### src/rtl/pwr_i2c_pkg.sv
// Package: state encoding and register indices for the power-status I2C target.
// Assumes nothing beyond an 8-bit index space.
package pwr_i2c_pkg;

    typedef enum logic [3:0] {
        ST_IDLE,
        ST_ADDR,
        ST_ACK_A,
        ST_IDX,
        ST_WR,
        ST_ACK_W,
        ST_RD,
        ST_RD_ACK,
        ST_IGN
    } tgt_state_t;

    localparam logic [7:0] IX_FW_REV   = 8'h00;
    localparam logic [7:0] IX_BRD_REV  = 8'h01;
    localparam logic [7:0] IX_GRP_EN   = 8'h06;
    localparam logic [7:0] IX_PG_LO    = 8'h08;
    localparam logic [7:0] IX_PG_HI    = 8'h09;
    localparam logic [7:0] IX_SEQ_OK   = 8'h0A;
    localparam logic [7:0] IX_USB_CTRL = 8'h0E;

endpackage

### src/rtl/i2c_line_filter.sv
// Synchronises LINES asynchronous bus lines with two flops each, then passes a
// new level on only after it has held for FILT_LEN consecutive clocks.
// Assumes the idle level of every line is 1 (pulled-up bus).
module i2c_line_filter #(
    parameter int LINES    = 2,
    parameter int FILT_LEN = 3
) (
    input  logic             clk,
    input  logic             rst_n,
    input  logic [LINES-1:0] raw,
    output logic [LINES-1:0] clean
);
    localparam int CW = $clog2(FILT_LEN + 1);

    for (genvar g = 0; g < LINES; g++) begin : g_line
        logic [1:0]    sync_q;
        logic          filt_q;
        logic [CW-1:0] cnt_q;

        // Two-stage synchroniser into the clock domain.
        always_ff @(posedge clk) begin
            if (!rst_n) sync_q <= 2'b11;
            else        sync_q <= {sync_q[0], raw[g]};
        end

        // Accept a new level once it has been stable for FILT_LEN cycles.
        always_ff @(posedge clk) begin
            if (!rst_n) begin
                filt_q <= 1'b1;
                cnt_q  <= '0;
            end else if (sync_q[1] == filt_q) begin
                cnt_q <= '0;
            end else if (cnt_q == CW'(FILT_LEN - 1)) begin
                filt_q <= sync_q[1];
                cnt_q  <= '0;
            end else begin
                cnt_q <= cnt_q + 1'b1;
            end
        end

        assign clean[g] = filt_q;
    end
endmodule

### src/rtl/i2c_target_fsm.sv
// Bus-level I2C target: START/STOP detection, address match, index latching,
// byte shifting in both directions and ACK generation. Works on filtered
// lines; never stretches SCL. Produces a one-cycle write strobe per data byte.
module i2c_target_fsm
    import pwr_i2c_pkg::*;
#(
    parameter logic [6:0] DEV_ADDR = 7'h55
) (
    input  logic       clk,
    input  logic       rst_n,
    input  logic       scl,
    input  logic       sda,
    input  logic [7:0] rd_data,
    output logic [7:0] idx,
    output logic       wr_stb,
    output logic [7:0] wr_idx,
    output logic [7:0] wr_data,
    output logic       sda_drive_low,
    output tgt_state_t st,
    output logic       start_det,
    output logic       stop_det
);
    logic       scl_q, sda_q;
    logic [3:0] bitcnt;
    logic [7:0] sh, tx;
    logic       rw, mack;
    logic       rise, fall;

    assign rise      = scl & ~scl_q;
    assign fall      = ~scl & scl_q;
    assign start_det = scl & scl_q & sda_q & ~sda;
    assign stop_det  = scl & scl_q & ~sda_q & sda;

    // Protocol state machine; all bus actions keyed to filtered SCL edges.
    always_ff @(posedge clk) begin
        if (!rst_n) begin
            scl_q <= 1'b1;  sda_q <= 1'b1;
            st <= ST_IDLE;  sda_drive_low <= 1'b0;
            bitcnt <= '0;   sh <= '0;  tx <= '0;
            idx <= '0;      rw <= 1'b0; mack <= 1'b0;
            wr_stb <= 1'b0; wr_idx <= '0; wr_data <= '0;
        end else begin
            scl_q  <= scl;
            sda_q  <= sda;
            wr_stb <= 1'b0;
            if (start_det) begin
                st <= ST_ADDR; bitcnt <= '0; sda_drive_low <= 1'b0;
            end else if (stop_det) begin
                st <= ST_IDLE; sda_drive_low <= 1'b0;
            end else begin
                case (st)
                    ST_ADDR: begin
                        if (rise) begin
                            sh <= {sh[6:0], sda}; bitcnt <= bitcnt + 1'b1;
                        end else if (fall && bitcnt == 4'd8) begin
                            if (sh[7:1] == DEV_ADDR) begin
                                sda_drive_low <= 1'b1; rw <= sh[0]; st <= ST_ACK_A;
                            end else begin
                                st <= ST_IGN;
                            end
                        end
                    end
                    ST_ACK_A: if (fall) begin
                        bitcnt <= '0;
                        if (rw) begin
                            tx <= rd_data; sda_drive_low <= ~rd_data[7]; st <= ST_RD;
                        end else begin
                            sda_drive_low <= 1'b0; st <= ST_IDX;
                        end
                    end
                    ST_IDX, ST_WR: begin
                        if (rise) begin
                            sh <= {sh[6:0], sda}; bitcnt <= bitcnt + 1'b1;
                        end else if (fall && bitcnt == 4'd8) begin
                            sda_drive_low <= 1'b1; st <= ST_ACK_W;
                            if (st == ST_IDX) begin
                                idx <= sh;
                            end else begin
                                wr_stb <= 1'b1; wr_idx <= idx; wr_data <= sh;
                                idx <= idx + 1'b1;
                            end
                        end
                    end
                    ST_ACK_W: if (fall) begin
                        sda_drive_low <= 1'b0; bitcnt <= '0; st <= ST_WR;
                    end
                    ST_RD: begin
                        if (rise) begin
                            bitcnt <= bitcnt + 1'b1;
                        end else if (fall) begin
                            if (bitcnt == 4'd8) begin
                                sda_drive_low <= 1'b0; idx <= idx + 1'b1; st <= ST_RD_ACK;
                            end else begin
                                tx <= {tx[6:0], 1'b0}; sda_drive_low <= ~tx[6];
                            end
                        end
                    end
                    ST_RD_ACK: begin
                        if (rise) begin
                            mack <= ~sda;
                        end else if (fall) begin
                            if (mack) begin
                                bitcnt <= '0; tx <= rd_data;
                                sda_drive_low <= ~rd_data[7]; st <= ST_RD;
                            end else begin
                                st <= ST_IGN;
                            end
                        end
                    end
                    default: ;
                endcase
            end
        end
    end
endmodule

### src/rtl/pwr_reg_bank.sv
// Sparse register map: read mux over status inputs and revision constants,
// plus the single writable USB power-enable bit. Unmapped reads give 0x00.
module pwr_reg_bank
    import pwr_i2c_pkg::*;
#(
    parameter int         PG_W      = 16,
    parameter logic [7:0] FW_REV    = 8'h03,
    parameter logic [7:0] BOARD_REV = 8'h02
) (
    input  logic            clk,
    input  logic            rst_n,
    input  logic [7:0]      rd_idx,
    output logic [7:0]      rd_data,
    input  logic            wr_stb,
    input  logic [7:0]      wr_idx,
    input  logic [7:0]      wr_data,
    input  logic [PG_W-1:0] pg_vec,
    input  logic [6:0]      grp_en,
    input  logic            seq_fault_n,
    output logic            usb_pwr_en
);
    // Holds the USB enable; only index 0x0E accepts writes.
    always_ff @(posedge clk) begin
        if (!rst_n)                               usb_pwr_en <= 1'b0;
        else if (wr_stb && wr_idx == IX_USB_CTRL) usb_pwr_en <= wr_data[0];
    end

    // Read decode for the current index.
    always_comb begin
        case (rd_idx)
            IX_FW_REV:   rd_data = FW_REV;
            IX_BRD_REV:  rd_data = BOARD_REV;
            IX_GRP_EN:   rd_data = {1'b0, grp_en};
            IX_PG_LO:    rd_data = pg_vec[7:0];
            IX_PG_HI:    rd_data = pg_vec[15:8];
            IX_SEQ_OK:   rd_data = {7'b0, seq_fault_n};
            IX_USB_CTRL: rd_data = {7'b0, usb_pwr_en};
            default:     rd_data = 8'h00;
        endcase
    end
endmodule

### src/rtl/pwr_i2c_regs.sv
// Top: filtered I2C target at a fixed address serving the power status map.
// Assumes an external pull-up on SDA; sda_drive_low enables the low driver.
module pwr_i2c_regs
    import pwr_i2c_pkg::*;
#(
    parameter logic [6:0] DEV_ADDR  = 7'h55,
    parameter logic [7:0] FW_REV    = 8'h03,
    parameter logic [7:0] BOARD_REV = 8'h02,
    parameter int         PG_W      = 16,
    parameter int         FILT_LEN  = 3
) (
    input  logic            clk,
    input  logic            rst_n,
    input  logic            scl_in,
    input  logic            sda_in,
    output logic            sda_drive_low,
    input  logic [PG_W-1:0] pg_vec,
    input  logic [6:0]      grp_en,
    input  logic            seq_fault_n,
    output logic            usb_pwr_en
);
    logic [1:0] clean;
    logic [7:0] idx, rd_data, wr_idx, wr_data;
    logic       wr_stb, start_det, stop_det;
    tgt_state_t fsm_st;

    i2c_line_filter #(.LINES(2), .FILT_LEN(FILT_LEN)) u_filt (
        .clk(clk), .rst_n(rst_n), .raw({scl_in, sda_in}), .clean(clean)
    );

    i2c_target_fsm #(.DEV_ADDR(DEV_ADDR)) u_fsm (
        .clk(clk), .rst_n(rst_n), .scl(clean[1]), .sda(clean[0]),
        .rd_data(rd_data), .idx(idx), .wr_stb(wr_stb), .wr_idx(wr_idx),
        .wr_data(wr_data), .sda_drive_low(sda_drive_low), .st(fsm_st),
        .start_det(start_det), .stop_det(stop_det)
    );

    pwr_reg_bank #(.PG_W(PG_W), .FW_REV(FW_REV), .BOARD_REV(BOARD_REV)) u_regs (
        .clk(clk), .rst_n(rst_n), .rd_idx(idx), .rd_data(rd_data),
        .wr_stb(wr_stb), .wr_idx(wr_idx), .wr_data(wr_data),
        .pg_vec(pg_vec), .grp_en(grp_en), .seq_fault_n(seq_fault_n),
        .usb_pwr_en(usb_pwr_en)
    );
endmodule

### config.mk
export PLATFORM = sky130hd
export DESIGN_NAME = pwr_i2c_regs
export DESIGN_NICKNAME = d
export VERILOG_FILES = /design/src/rtl/pwr_i2c_pkg.sv /design/src/rtl/i2c_line_filter.sv /design/src/rtl/i2c_target_fsm.sv /design/src/rtl/pwr_reg_bank.sv /design/src/rtl/pwr_i2c_regs.sv
export SDC_FILE = /design/constraint.sdc
export NUM_CORES = 1
export LEC_CHECK = 0
export CAP_MARGIN = 20
export CORE_ASPECT_RATIO = 1.75
export CORE_MARGIN = 2
export CORE_UTILIZATION = 35
export DETAILED_ROUTE_END_ITERATION = 12
export DONT_BUFFER_PORTS = 1
export PLACE_DENSITY_LB_ADDON = 0.12
export SETUP_SLACK_MARGIN = 0.05
export SYNTH_ARGS = -nofsm -noshare
export SYNTH_HDL_FRONTEND = slang
export SYNTH_HIERARCHICAL = 1
export SYNTH_SLANG_ARGS = --single-unit
### constraint.sdc
create_clock -name clk -period 2.51 [get_ports clk]
set_input_delay 0.753 -clock clk [delete_from_list [all_inputs] [get_ports clk]]
set_output_delay 0.753 -clock clk [all_outputs]
set_load 0.01 [all_outputs]
# Yosys cells after proc, flatten, opt, wreduce, memory -nomap -nowiden
# Cells that the tools add are included.
[word_totals]
input_bits = 28
elab_cells = 180
out_inout_bits = 2
register_bits = 57
[classes]
bitwise = 22
n_mux = 56
n_addsub = 4
n_eq_ne = 48
reduce_logical = 29
[ops]
columns = ["operator", "count"]
rows = [
  ["$mux W4", 18],
  ["$mux W7", 8],
  ["$pmux W8 S7", 1],
  ["$mux W8", 6],
  ["$eq A8 B4 Y1 const B", 5],
  ["$ne A4 B3 Y1 const B", 7],
  ["$ne A2 B1 Y1 const B", 12],
  ["$pmux W4 S6", 1],
  ["$reduce_and A12 Y1", 2],
  ["$pmux W7 S3", 1],
  ["$mux W1", 17],
  ["$eq A4 B3 Y1 const B", 4],
  ["$ne A4 B4 Y1 const B", 4],
  ["$pmux W8 S2", 1],
  ["$not A1 Y1", 15],
  ["$reduce_and A13 Y1", 1],
  ["$pmux W4 S3", 1],
  ["$reduce_and A6 Y1", 2],
  ["$reduce_or A3 Y1", 4],
  ["$reduce_and A11 Y1", 1],
  ["$ne A2 B2 Y1 const B", 5],
  ["$add A8 B1 Y8 const B", 1],
  ["$eq A4 B2 Y1 const B", 2],
  ["$eq A8 B1 Y1 const B", 1],
  ["other kinds (24)", 39],
]

# Logic depth before layout (Yosys ltp)
# Gate-level depths: netlist (run 1).
[depth]
depth_word = 8
mapped_depth = 9
depth_no_buf = 7

# Modules after synthesis
# Netlist (run 1), hierarchy kept.
[modules_own_cells]
columns = ["module", "cells_each", "seq_area_each_um2", "area_per_inst_um2", "n_inst"]
rows = [
  ["i2c_target_fsm", 318, 1061.0, 2752.6, 1],
  ["i2c_line_filter", 30, 200.2, 352.8, 1],
  ["pwr_reg_bank", 41, 20.0, 311.5, 1],
]

# Worst setup path after synthesis (run 1)
# No wires, ideal clock.
[synth_timing]
kind = "register to register"
from = "register u_fsm.idx[5]"
to = "register u_fsm.sda_drive_low"
t_required_ns = 2.376
path_buffers = 0
arrival_time_ns = 2.049
setup_ns = 0.134
path_stages_with_launch = 8
slack_ns = 0.327
period_less_slack_ns = 2.183
path_cell_list = "dfxtp_1 or4_4 nor4_4 a22o_1 or3_1 o21ai_0 a2111oi_0 a211oi_1"
[synth_between]
elab_chain_len = 7
word_cells_on_any_way = 15
cone_classes = "eq/ne (6); mux (7); bitwise (1); reduce/logical (1)"
[synth_rtl]
columns = ["item", "line_no", "rtl"]
rows = [
  ["start, declared", "i2c_target_fsm.sv:14", "output logic [7:0] idx,"],
  ["start signal, assigned", "i2c_target_fsm.sv:77", "idx <= sh;"],
  ["start signal, assigned", "i2c_target_fsm.sv:80", "idx <= idx + 1'b1;"],
  ["$eq A8 B4 Y1, or another cell as far along", "pwr_reg_bank.sv:30", "case (rd_idx)"],
  ["$pmux W8 S7 *", "pwr_reg_bank.sv:30", ""],
  ["via rd_data[7]", "pwr_i2c_regs.sv:23", "logic [7:0] idx, rd_data, wr_idx, wr_data;"],
  ["$not A1 Y1 *", "i2c_target_fsm.sv:66, i2c_target_fsm.sv:104", ""],
  ["$mux W1", "i2c_target_fsm.sv:102", "if (mack) begin"],
  ["$mux W1", "i2c_target_fsm.sv:101", "end else if (fall) begin"],
  ["$mux W1", "i2c_target_fsm.sv:99", "if (rise) begin"],
  ["$pmux W1 S6 *", "i2c_target_fsm.sv:51", "case (st)"],
  ["end signal, assigned", "i2c_target_fsm.sv:94", "tx <= {tx[6:0], 1'b0}; sda_drive_low <= ~tx[6];"],
  ["end, declared", "i2c_target_fsm.sv:18", "output logic sda_drive_low,"],
]
# Mark *: on every way through the listed nets, which the timed path passes. The rest lies on a longest branch. The select of a mux whose other input is x is not followed.
# A chain may end at the register's enable or synchronous reset.

# Final worst setup path (run 1)
# Same ends and word-level chain as after synthesis.

==> run summary, run 1 <==
STATUS
------------------------------------------------------------------------------------------
Run status .................................................................. complete, no violations

DETAILED ROUTING
------------------------------------------------------------------------------------------
Final ANT Viol Nets .........................................................            0
Drt via density .............................................................         5.34
Vias after detailed routing .................................................         2599
Post-detailed-routing wire length ...........................................      7540 um
Initial detailed-routing violation count ....................................          146
Final routed DRC violation total ............................................            0
Average wire length per cell after detail routing ...........................      15.5 um
Detailed Routing Iterations Pass 1 ..........................................            4

CLOCKING
------------------------------------------------------------------------------------------
Number of gates resized after cts ...........................................            0
CTS tree ....................................................................        built
Clock edge transition at the registers on the reported setup and hold paths .      0.05 ns
H-Tree Level Count ..........................................................            3
Number of buffers inserted for hold repair after clock tree synthesis .......            0
Setup bufs post-CTS .........................................................            0
Bufs on Longest Clock Path ..................................................            2
Worst skew pair latency .....................................................      0.33 ns
Number of sinks handled by clock tree synthesis .............................           57
Number of buffers created by CTS ............................................            9
Library cell used as clock root buffer ......................................    clkbuf_16

GLOBAL ROUTE
------------------------------------------------------------------------------------------
Maximum number of pins on one net before global-route repair ................           54
Via count of the first global-routing pass ..................................         2487
Global-route wire length before repair ......................................     12300 um
Initial antenna violation count .............................................            0
Congestion Overflow GR ......................................................            0
Total global routing track utilization ......................................        0.158

TIMING
------------------------------------------------------------------------------------------
Max-Slew Margin vs Limit ....................................................        0.449
Number of pins with negative max-slew slack in the final report .............            0
Final worst clock skew ......................................................   0.00384 ns
Actual slew at the worst max-slew pin .......................................     0.825 ns
Count of final hold-check violations ........................................            0
Time the worst path needs with I/O delays and setup .........................      2.24 ns
Period utilization ..........................................................        0.894
Setup violations, final .....................................................            0
Maximum frequency from static timing analysis ...............................      446 MHz
Final sum of negative setup slack ...........................................         0 ns
Worst path setup slack after routing ........................................     0.266 ns
Setup repair after global routing missed its margin .........................        false

RUN
------------------------------------------------------------------------------------------
Total of max-cap violations .................................................            0

CRITICAL PATH
------------------------------------------------------------------------------------------
Crit path required time .....................................................      2.69 ns
Critical path class ......................................................... flip-flop to flip-flop
Sort of element at the end of the critical path .............................    flip-flop
Arrival time reported for the critical path endpoint ........................      2.43 ns
Worst R2R Path Depth ........................................................            7
Launching element type of the critical path .................................    flip-flop
CP max FO ...................................................................            7

FINAL LAYOUT
------------------------------------------------------------------------------------------
Synthesis-to-layout area growth .............................................        12.3%
Final cell count without fillers ............................................          487
Layout cells sized above 1 ..................................................        0.109
Post-layout nets ............................................................          395
Total of fill cells in the finished design ..................................          910
Finished Core Util ..........................................................        0.399
Antenna diode count .........................................................            0

LOGIC SYNTHESIS
------------------------------------------------------------------------------------------
Cells after Synth ...........................................................          361
Number of warnings printed during yosys synthesis ...........................            6
Net count after synthesis ...................................................          394
Netlist area before placement ............................................... 0.00317 mm^2
Average cell area after synthesis ...........................................    8.79 um^2

POWER AND IR DROP
------------------------------------------------------------------------------------------
Seq pwr share ...............................................................        0.454
Switching share of power ....................................................        0.212
Internal portion of total power .............................................      1580 uW
Share of total power in combinational logic .................................        0.008
Fraction of power consumed by the clock network .............................        0.537
Power density over the cells ................................................  563 mW/mm^2
Leakage Power ...............................................................   0.00133 uW
IR drop worst, VDD ..........................................................     0.296 mV
Net Switching ...............................................................       426 uW

DIE
------------------------------------------------------------------------------------------
Effective utilization at floorplan ..........................................        0.356
Num rows ....................................................................           46
Ports placed on the boundary ................................................           30
Full die area ............................................................... 0.00987 mm^2
Core ar. .................................................................... 0.00892 mm^2
Chip width ..................................................................      76.0 um
Die Y .......................................................................       130 um

PLACE
------------------------------------------------------------------------------------------
Routability congestion estimate from global placement .......................        0.784
Setup WS pre-CTS ............................................................     0.257 ns
HPWL Detailed ...............................................................      5450 um
Number of buffers added on ports ............................................            0
Instance count after placement with tap cells included ......................          471

WORST HOLD PATH
------------------------------------------------------------------------------------------
Cells on Worst Hold Path ....................................................            1
Class of the tightest hold or removal check ................................. flip-flop to flip-flop

-- critical path: stages, from the launching register on --
cell,delay (ns)
dfxtp_1,0.36
or4_4,0.63
nor4_4,0.25
a22o_1,0.19
or3_1,0.09
o21ai_0,0.06
a2111oi_0,0.39
a211oi_1,0.13
-- power groups by stage --
| stage | registers, uW | clock network [uW] | logic, uW |
|---|---|---|---|
| floorplan | 930 | 0 | 21.6 |
| global placement | 930 | 0 | 16.9 |
| detailed placement | 930 | 0 | 17.1 |
| CTS | 911 | 1110 | 17.2 |
| global route | 911 | 1150 | 17.8 |
| finish | 912 | 1080 | 16.8 |
-- state kept, by name, indices dropped and copies added, names as in the netlist, 2 cells and up --
name and cells:
u_fsm/idx 8, u_fsm/sh 8, u_fsm/wr_idx 8, u_fsm/tx 7
u_filt/g_line.cnt_q 4, u_filt/g_line.sync_q 4, u_fsm/bitcnt 4, u_fsm/st 4
u_filt/g_line.filt_q 2
-- final timing paths --
kind / slack, ns / start / endpoint
worst min register to register: 0.41 / u_filt/g_line[0].sync_q[0]$_SDFF_PN1_ / u_filt/g_line[0].sync_q[1]$_SDFF_PN1_
worst min-delay path: 0.41 / u_filt/g_line[0].sync_q[0]$_SDFF_PN1_ / u_filt/g_line[0].sync_q[1]$_SDFF_PN1_
worst max register to register: 0.27 / u_fsm/idx[5]$_SDFFE_PN0P_ / u_fsm/sda_drive_low$_SDFFE_PP0P_
worst max-delay path: 0.27 / u_fsm/idx[5]$_SDFFE_PN0P_ / u_fsm/sda_drive_low$_SDFFE_PP0P_
-- layout make-up --
| class | instances | area, um^2 | share of cell area |
|---|---|---|---|
| multi-input combinational | 276 | 1900 | 0.534 |
| sequential | 57 | 1140 | 0.320 |
| clock buffer | 10 | 229 | 0.0643 |
| tap | 120 | 150 | 0.0421 |
| timing repair buffer | 10 | 75.1 | 0.0211 |
| clock inverter | 6 | 35.0 | 0.00983 |
| inverter | 8 | 30.0 | 0.00843 |
-- routing by layer --
| layer | global-route usage | wire length [um] | up-vias |
|---|---|---|---|
| li1 | - | - | 1302 |
| met1 | 0.166 | 3080 | 1238 |
| met2 | 0.290 | 4030 | 41 |
| met3 | 0.0284 | 166 | 18 |
| met4 | 0.104 | 257 | 0 |
| met5 | 0 | 0 | - |
-- metrics by stage --
| stage | area (um^2) | hold WS [ns] | power [uW] |
|---|---|---|---|
| floorplan | 3170 | 0.386 | 952 |
| global placement | 3300 | 0.393 | 947 |
| CTS | 3560 | 0.414 | 2040 |
| detailed placement | 3300 | 0.402 | 948 |
| finish | 3560 | 0.407 | 2010 |
| global route | 3560 | 0.423 | 2080 |
-- cell usage in the layout (no fill, tap or decap), types with 3 or more instances in the layout --
cell type / n
clkbuf_16: 9
nand2_1: 55
nor2_1: 19
mux2i_1: 23
and3_1: 4
nand2b_1: 17
a21oi_1: 12
nand3_1: 5
a22oi_1: 11
xnor2_1: 3
o211a_1: 8
dfxtp_1: 57
ha_1: 5
inv_1: 7
buf_4: 10
nor4b_1: 6
a21o_1: 3
a21boi_1: 12
nand3b_1: 5
o21ai_0: 9
nor3b_1: 3
o21ai_1: 5
nor2b_1: 18
nor3_1: 4
clkinv_2: 4
a22o_1: 3
or3_1: 3
nor4_4: 3
(Power assumes the default switching activity.)
==> run 2, diff against run 1 <==
==> constraint.sdc (replaced) <==
create_clock -name clk -period 2.44 [get_ports clk]
set_input_delay 0.732 -clock clk [delete_from_list [all_inputs] [get_ports clk]]
set_output_delay 0.732 -clock clk [all_outputs]
set_load 0.01 [all_outputs]
==> run summary, run 2 (synthesis gave the netlist of run 1 again) <==
DETAILED ROUTING
------------------------------------------------------------------------------------------
Average wire length per cell after detail routing ...........................      15.8 um   +2.2%
Total length of routed met3 wires ...........................................       137 um   -17%
Final ANT Viol Nets .........................................................            0   unchanged
Detailed Routing Iterations Pass 1 ..........................................            4   unchanged
Initial detailed-routing violation count ....................................          192   +32%
Post-detailed-routing wire length ...........................................      7660 um   +1.6%
Vias after detailed routing .................................................         2586   -0.50%
Uppermost signal routing layer after detailed routing .......................         met4
DR WL met2 ..................................................................      4100 um   +1.8%
Final routed DRC violation total ............................................            0   unchanged
Wire length on met1 .........................................................      3150 um   +2.2%
Drt via density .............................................................         5.34   +0.12%

TIMING
------------------------------------------------------------------------------------------
Count of final hold-check violations ........................................            0   unchanged
Period utilization ..........................................................        0.925   +0.0307
Maximum frequency from static timing analysis ...............................      443 MHz   -0.55%
Time the worst path needs with I/O delays and setup .........................      2.26 ns   +0.0124 ns
Setup violations, final .....................................................            0   unchanged
Final worst clock skew ......................................................   0.00461 ns   +0.000763 ns
Max-Slew Margin vs Limit ....................................................        0.545   +0.0957
Number of pins with negative max-slew slack in the final report .............            0   unchanged
Final sum of negative setup slack ...........................................         0 ns   unchanged
Setup repair after global routing missed its margin .........................        false
Actual slew at the worst max-slew pin .......................................     0.676 ns   -0.149 ns

PLACE
------------------------------------------------------------------------------------------
Routability congestion estimate from global placement .......................        0.800   +2.1%
HPWL Detailed ...............................................................      5500 um   +0.89%
Number of buffers added on ports ............................................            0   unchanged
Instance count after placement with tap cells included ......................          471   unchanged

CRITICAL PATH
------------------------------------------------------------------------------------------
Launching element type of the critical path .................................    flip-flop
Critical Path Max Stage Delay ...............................................      0.60 ns   -0.03 ns
Crit path required time .....................................................      2.60 ns   -0.09 ns
CP top delay family ......................................................... simple AND/OR/NAND/NOR gates
Crit path buf inv count .....................................................            0   unchanged
Chain of cells forming the critical path .................................... or4_4 -> nor4_4 -> a22o_1 -> or3_1 -> o21ai_0 -> a2111oi_0 -> a211oi_1
Arrival time reported for the critical path endpoint ........................      2.42 ns   about the same
Critical path class ......................................................... flip-flop to flip-flop
Sort of element at the end of the critical path .............................    flip-flop
CP max FO ...................................................................            6   -1
CP max-delay cell ...........................................................        or4_4

FINAL LAYOUT
------------------------------------------------------------------------------------------
Leading cell types in the layout, fill and taps excluded .................... dfxtp_1 (57), nand2_1 (55), mux2i_1 (23)
Registers with the highest flip-flop counts ................................. u_fsm/idx: 8 flops, u_fsm/sh: 8 flops, u_fsm/wr_idx: 8 flops
Layout cells sized above 1 ..................................................       0.0989   -0.0101
Antenna diode count .........................................................            0   unchanged
Most common library cell in the layout ignoring fill and taps ...............      dfxtp_1
Final cell count without fillers ............................................          484   -0.62%
Synthesis-to-layout area growth .............................................        11.9%
Post-layout nets ............................................................          395   unchanged

STATUS
------------------------------------------------------------------------------------------
Run status .................................................................. complete, no violations

DIE
------------------------------------------------------------------------------------------
Chip width ..................................................................      76.0 um   unchanged
Die Y .......................................................................       130 um   unchanged
Effective utilization at floorplan ..........................................        0.356   unchanged
Ports placed on the boundary ................................................           30   unchanged
Num rows ....................................................................           46   unchanged
Full die area ............................................................... 0.00987 mm^2   unchanged
Core ar. .................................................................... 0.00892 mm^2   unchanged

GLOBAL ROUTE
------------------------------------------------------------------------------------------
Maximum number of pins on one net before global-route repair ................           54   unchanged
Total global routing track utilization ......................................        0.162   +0.00401
Via count of the first global-routing pass ..................................         2503   +0.64%
Initial antenna violation count .............................................            0   unchanged
Global-route wire length before repair ......................................     12600 um   +2.6%
Congestion Overflow GR ......................................................            0   unchanged

CLOCKING
------------------------------------------------------------------------------------------
Bufs on Longest Clock Path ..................................................            2   unchanged
Library cell used as clock root buffer ......................................    clkbuf_16
H-Tree Level Count ..........................................................            3   unchanged
Number of buffers inserted for hold repair after clock tree synthesis .......            0   unchanged
CTS tree ....................................................................        built
Number of gates resized after cts ...........................................            0   unchanged
Number of buffers created by CTS ............................................            9   unchanged
Number of sinks handled by clock tree synthesis .............................           57   unchanged
Setup bufs post-CTS .........................................................            0   unchanged
Worst skew pair latency .....................................................      0.31 ns   -0.02 ns
Clock edge transition at the registers on the reported setup and hold paths .      0.05 ns   about the same

RUN
------------------------------------------------------------------------------------------
Total of max-cap violations .................................................            0   unchanged

POWER AND IR DROP
------------------------------------------------------------------------------------------
Power density over the cells ................................................  571 mW/mm^2   +1.4%
IR drop worst, VDD ..........................................................     0.298 mV   +0.64%
Leakage Power ...............................................................   0.00132 uW   -0.18%

WORST HOLD PATH
------------------------------------------------------------------------------------------
Class of the tightest hold or removal check ................................. flip-flop to flip-flop

[run 2: layout make-up]
type / count / area (um^2)
Sequential cell: 57 / 1140
Tap cell: 120 / 150
Multi-Input combinational cell: 276 / 1900
Inverter: 8 / 30.0
Clock buffer: 12 / 246
Clock inverter: 1 / 5.00
Fill cell: 900 / 5370
Timing Repair Buffer: 10 / 75.1
[run 2: per-layer routing]
metal	vias up	GRT usage
li1	1299	-
met1	1243	0.178
met2	27	0.297
met3	17	0.0284
met4	0	0.0909
met5	-	0
[run 2: final timing paths]
kind	from	end	depth (start not counted)	slack (ns)
max	u_fsm/idx[4]$_SDFFE_PN0P_	u_fsm/sda_drive_low$_SDFFE_PP0P_	7	0.18
min	u_filt/g_line[0].sync_q[0]$_SDFF_PN1_	u_filt/g_line[0].sync_q[1]$_SDFF_PN1_	1	0.41
min reg2reg	u_filt/g_line[0].sync_q[0]$_SDFF_PN1_	u_filt/g_line[0].sync_q[1]$_SDFF_PN1_	1	0.41
max reg2reg	u_fsm/idx[4]$_SDFFE_PN0P_	u_fsm/sda_drive_low$_SDFFE_PP0P_	7	0.18
[run 2: stage by stage]
stage	total power [uW]	cell area [um^2]	setup WS, ns	hold slack [ns]	utilization
6_report	2030	3550	0.184	0.409	0.398
3_3_place_gp	974	3300	0.295	0.392	0.370
4_1_cts	2070	3550	0.183	0.416	0.398
2_1_floorplan	979	3170	0.257	0.386	-
5_1_grt	2110	3550	0.0658	0.436	0.398
3_5_place_dp	975	3300	0.240	0.405	0.370
[run 2: power by group]
part,switching [uW],internal [uW],leakage [uW]
clock,377,693,0.000124
sequential,1.59,938,0.000460
combinational,5.76,11.8,0.000740
total,385,1640,0.00132
==> run 3, diff against run 2 <==
--- a/config.mk
+++ b/config.mk
@@ -7,11 +7,12 @@
 export LEC_CHECK = 0
 export CAP_MARGIN = 20
 export CORE_ASPECT_RATIO = 1.75
-export CORE_MARGIN = 2
+export CORE_MARGIN = 3
 export CORE_UTILIZATION = 35
 export DETAILED_ROUTE_END_ITERATION = 12
 export DONT_BUFFER_PORTS = 1
 export PLACE_DENSITY_LB_ADDON = 0.12
+export RECOVER_POWER = 25
 export SETUP_SLACK_MARGIN = 0.05
 export SYNTH_ARGS = -nofsm -noshare
 export SYNTH_HDL_FRONTEND = slang
==> run summary, run 3 (synthesis gave the netlist of run 1 again) <==
STATUS
------------------------------------------------------------------------------------------
Run status .................................................................. complete, no violations

PLACE
------------------------------------------------------------------------------------------
HPWL Detailed ...............................................................      5440 um   -1.1%
Setup WS pre-CTS ............................................................     0.233 ns   -0.00671 ns
Number of buffers added on ports ............................................            0   unchanged
Routability congestion estimate from global placement .......................        0.789   -1.5%

POWER AND IR DROP
------------------------------------------------------------------------------------------
Fraction of power consumed by the clock network .............................        0.567   +0.039
Net Switching ...............................................................       424 uW   +10%
IR drop worst, VDD ..........................................................     0.367 mV   +23%
Share of total power in combinational logic .................................        0.008   about the same
Internal portion of total power .............................................      1780 uW   +8.6%
Seq pwr share ...............................................................        0.425   -0.038
Leakage Power ...............................................................   0.00136 uW   +2.3%
Switching share of power ....................................................        0.192   +0.00217
Power density over the cells ................................................  612 mW/mm^2   +7.2%

DETAILED ROUTING
------------------------------------------------------------------------------------------
Drt via density .............................................................         5.45   +2.0%
Vias after detailed routing .................................................         2637   +2.0%
Post-detailed-routing wire length ...........................................      7650 um   about the same
Average wire length per cell after detail routing ...........................      15.8 um   about the same
Initial detailed-routing violation count ....................................          155   -19%
Detailed Routing Iterations Pass 1 ..........................................            5   +1
Final routed DRC violation total ............................................            0   unchanged
Final ANT Viol Nets .........................................................            0   unchanged

CRITICAL PATH
------------------------------------------------------------------------------------------
Startpoint of the lowest-slack register-to-register path .................... u_fsm/idx[4]$_SDFFE_PN0P_
Internal reg-to-reg setup slack .............................................      0.27 ns   +0.09 ns
Launching element type of the critical path .................................    flip-flop
Worst R2R Path Depth ........................................................            7   unchanged
Startpoint of the most critical setup path .................................. u_fsm/idx[4]$_SDFFE_PN0P_
Sort of element at the end of the critical path .............................    flip-flop
Crit path required time .....................................................      2.63 ns   +0.03 ns
CP max FO ...................................................................            6   unchanged
Arrival time reported for the critical path endpoint ........................      2.35 ns   -0.07 ns
Critical path class ......................................................... flip-flop to flip-flop
RR Endpoint ................................................................. u_fsm/sda_drive_low$_SDFFE_PP0P_

FINAL LAYOUT
------------------------------------------------------------------------------------------
Total of fill cells in the finished design ..................................          906   +0.67%
Antenna diode count .........................................................            0   unchanged
Most common library cell in the layout ignoring fill and taps ...............      dfxtp_1
Layout cells sized above 1 ..................................................        0.112   +0.0128
Post-layout nets ............................................................          396   +0.25%
Registers with the highest flip-flop counts ................................. u_fsm/idx: 8 flops, u_fsm/sh: 8 flops, u_fsm/wr_idx: 8 flops
Leading cell types in the layout, fill and taps excluded .................... dfxtp_1 (57), nand2_1 (55), mux2i_1 (23)
Synthesis-to-layout area growth .............................................        13.6%

TIMING
------------------------------------------------------------------------------------------
Hold Worst Slack ............................................................     0.401 ns   -0.00762 ns
Final worst clock skew ......................................................   0.00647 ns   +0.00186 ns
Actual slew at the worst max-slew pin .......................................     0.602 ns   -0.0744 ns
Count of final hold-check violations ........................................            0   unchanged
Setup repair after global routing missed its margin .........................        false
Time the worst path needs with I/O delays and setup .........................      2.17 ns   -0.0882 ns
Final sum of negative setup slack ...........................................         0 ns   unchanged
Period utilization ..........................................................        0.889   -0.0361
Setup violations, final .....................................................            0   unchanged
Maximum frequency from static timing analysis ...............................      461 MHz   +4.1%
Max-Slew Margin vs Limit ....................................................        0.595   +0.0501
Number of pins with negative max-slew slack in the final report .............            0   unchanged
Worst path setup slack after routing ........................................     0.272 ns   +0.0882 ns

RUN
------------------------------------------------------------------------------------------
Total of max-cap violations .................................................            0   unchanged

GLOBAL ROUTE
------------------------------------------------------------------------------------------
Met2 Use GR .................................................................        0.266   -0.0305
Maximum number of pins on one net before global-route repair ................           54   unchanged
Total global routing track utilization ......................................        0.153   -0.00891
Congestion Overflow GR ......................................................            0   unchanged
Via count of the first global-routing pass ..................................         2461   -1.7%
Layer carrying the most global-route usage ..................................         met2
Initial antenna violation count .............................................            0   unchanged
Fraction of met1 tracks used by global routing ..............................        0.165   -0.0132
Global-route wire length before repair ......................................     12400 um   -1.3%
Global-route met3 utilization ...............................................       0.0342   +0.00585

DIE
------------------------------------------------------------------------------------------
Die Y .......................................................................       132 um   +1.5%
Num rows ....................................................................           45   -2.2%
Core ar. .................................................................... 0.00873 mm^2   -2.2%
Chip width ..................................................................      78.0 um   +2.6%
Ports placed on the boundary ................................................           30   unchanged
Effective utilization at floorplan ..........................................        0.363   +0.00790
Full die area ...............................................................  0.0103 mm^2   +4.2%

WORST HOLD PATH
------------------------------------------------------------------------------------------
Class of the tightest hold or removal check ................................. flip-flop to flip-flop
Capture endpoint of the worst hold path ..................................... u_filt/g_line[0].sync_q[1]$_SDFF_PN1_
Beginning of the worst hold path ............................................ u_filt/g_line[0].sync_q[0]$_SDFF_PN1_
Cells on Worst Hold Path ....................................................            1   unchanged

CLOCKING
------------------------------------------------------------------------------------------
Number of sinks handled by clock tree synthesis .............................           57   unchanged
H-Tree Level Count ..........................................................            3   unchanged
Bufs on Longest Clock Path ..................................................            2   unchanged
Number of buffers created by CTS ............................................            9   unchanged
Library cell used as clock root buffer ......................................    clkbuf_16
Clock edge transition at the registers on the reported setup and hold paths .      0.05 ns   about the same
CTS tree ....................................................................        built
Worst skew pair latency .....................................................      0.33 ns   +0.02 ns
Number of buffers inserted for hold repair after clock tree synthesis .......            0   unchanged

## run 3: layout make-up
type / count / area, um^2 / share of cell area
Clock buffer: 12 / 256 / 0.0712
Timing Repair Buffer: 11 / 82.6 / 0.0229
Multi-Input combinational cell: 276 / 1910 / 0.529
Sequential cell: 57 / 1140 / 0.317
Inverter: 8 / 30.0 / 0.00833
Clock inverter: 3 / 40.0 / 0.0111
Tap cell: 117 / 146 / 0.0406
## run 3: worst max-delay path by stage
| stage | end | slack [ns] | cells after the start |
|---|---|---|---|
| 4_1_cts | u_fsm/sda_drive_low$_SDFFE_PP0P_ | 0.22 | 7 |
| 3_3_place_gp | u_fsm/sda_drive_low$_SDFFE_PP0P_ | 0.27 | 7 |
| 2_1_floorplan | u_fsm/sda_drive_low$_SDFFE_PP0P_ | 0.26 | 7 |
| 5_1_grt | u_fsm/sda_drive_low$_SDFFE_PP0P_ | 0.06 | 7 |
| 6_report | u_fsm/sda_drive_low$_SDFFE_PP0P_ | 0.27 | 7 |
| 3_5_place_dp | u_fsm/sda_drive_low$_SDFFE_PP0P_ | 0.23 | 7 |
## run 3: worst max-delay path, cell delays in order, from the launching register on
cell and delay (ns):
dfxtp_1 0.35, or4_4 0.60, nor4_4 0.24, a22o_1 0.18
nand2b_1 0.10, a21oi_1 0.08, a2111oi_2 0.35, a211oi_1 0.12
## run 3: metrics by stage
step                cell area (um^2)  std cells   util  power [uW]
detailed placement              3290        468  0.377         975
floorplan                       3170        361      -         979
global route                    3600        484  0.413        2260
finish                          3600        484  0.413        2210
global placement                3290        468  0.377         974
CTS                             3590        483  0.411        2230
## run 3: power by group through the flow
| stage | registers [uW] | logic (uW) | clock network (uW) |
|---|---|---|---|
| after CTS | 938 | 17.8 | 1280 |
| after detailed placement | 957 | 17.8 | 0 |
| after floorplan | 957 | 22.2 | 0 |
| after global placement | 957 | 17.3 | 0 |
| after global routing | 938 | 18.5 | 1310 |
| final | 938 | 17.4 | 1250 |
## run 3: timing repair
| item | 4_1_cts | 5_1_grt |
|---|---|---|
| endpoints found under the setup margin | 0 | 1 |
| resized for setup | 0 | 2 |
| setup buffers | 0 | 1 |
## run 3: metal layers
layer,share of wire,vias up
li1,-,1302
met1,0.40,1269
met2,0.53,44
met3,0.026,22
met4,0.043,0
met5,0,-
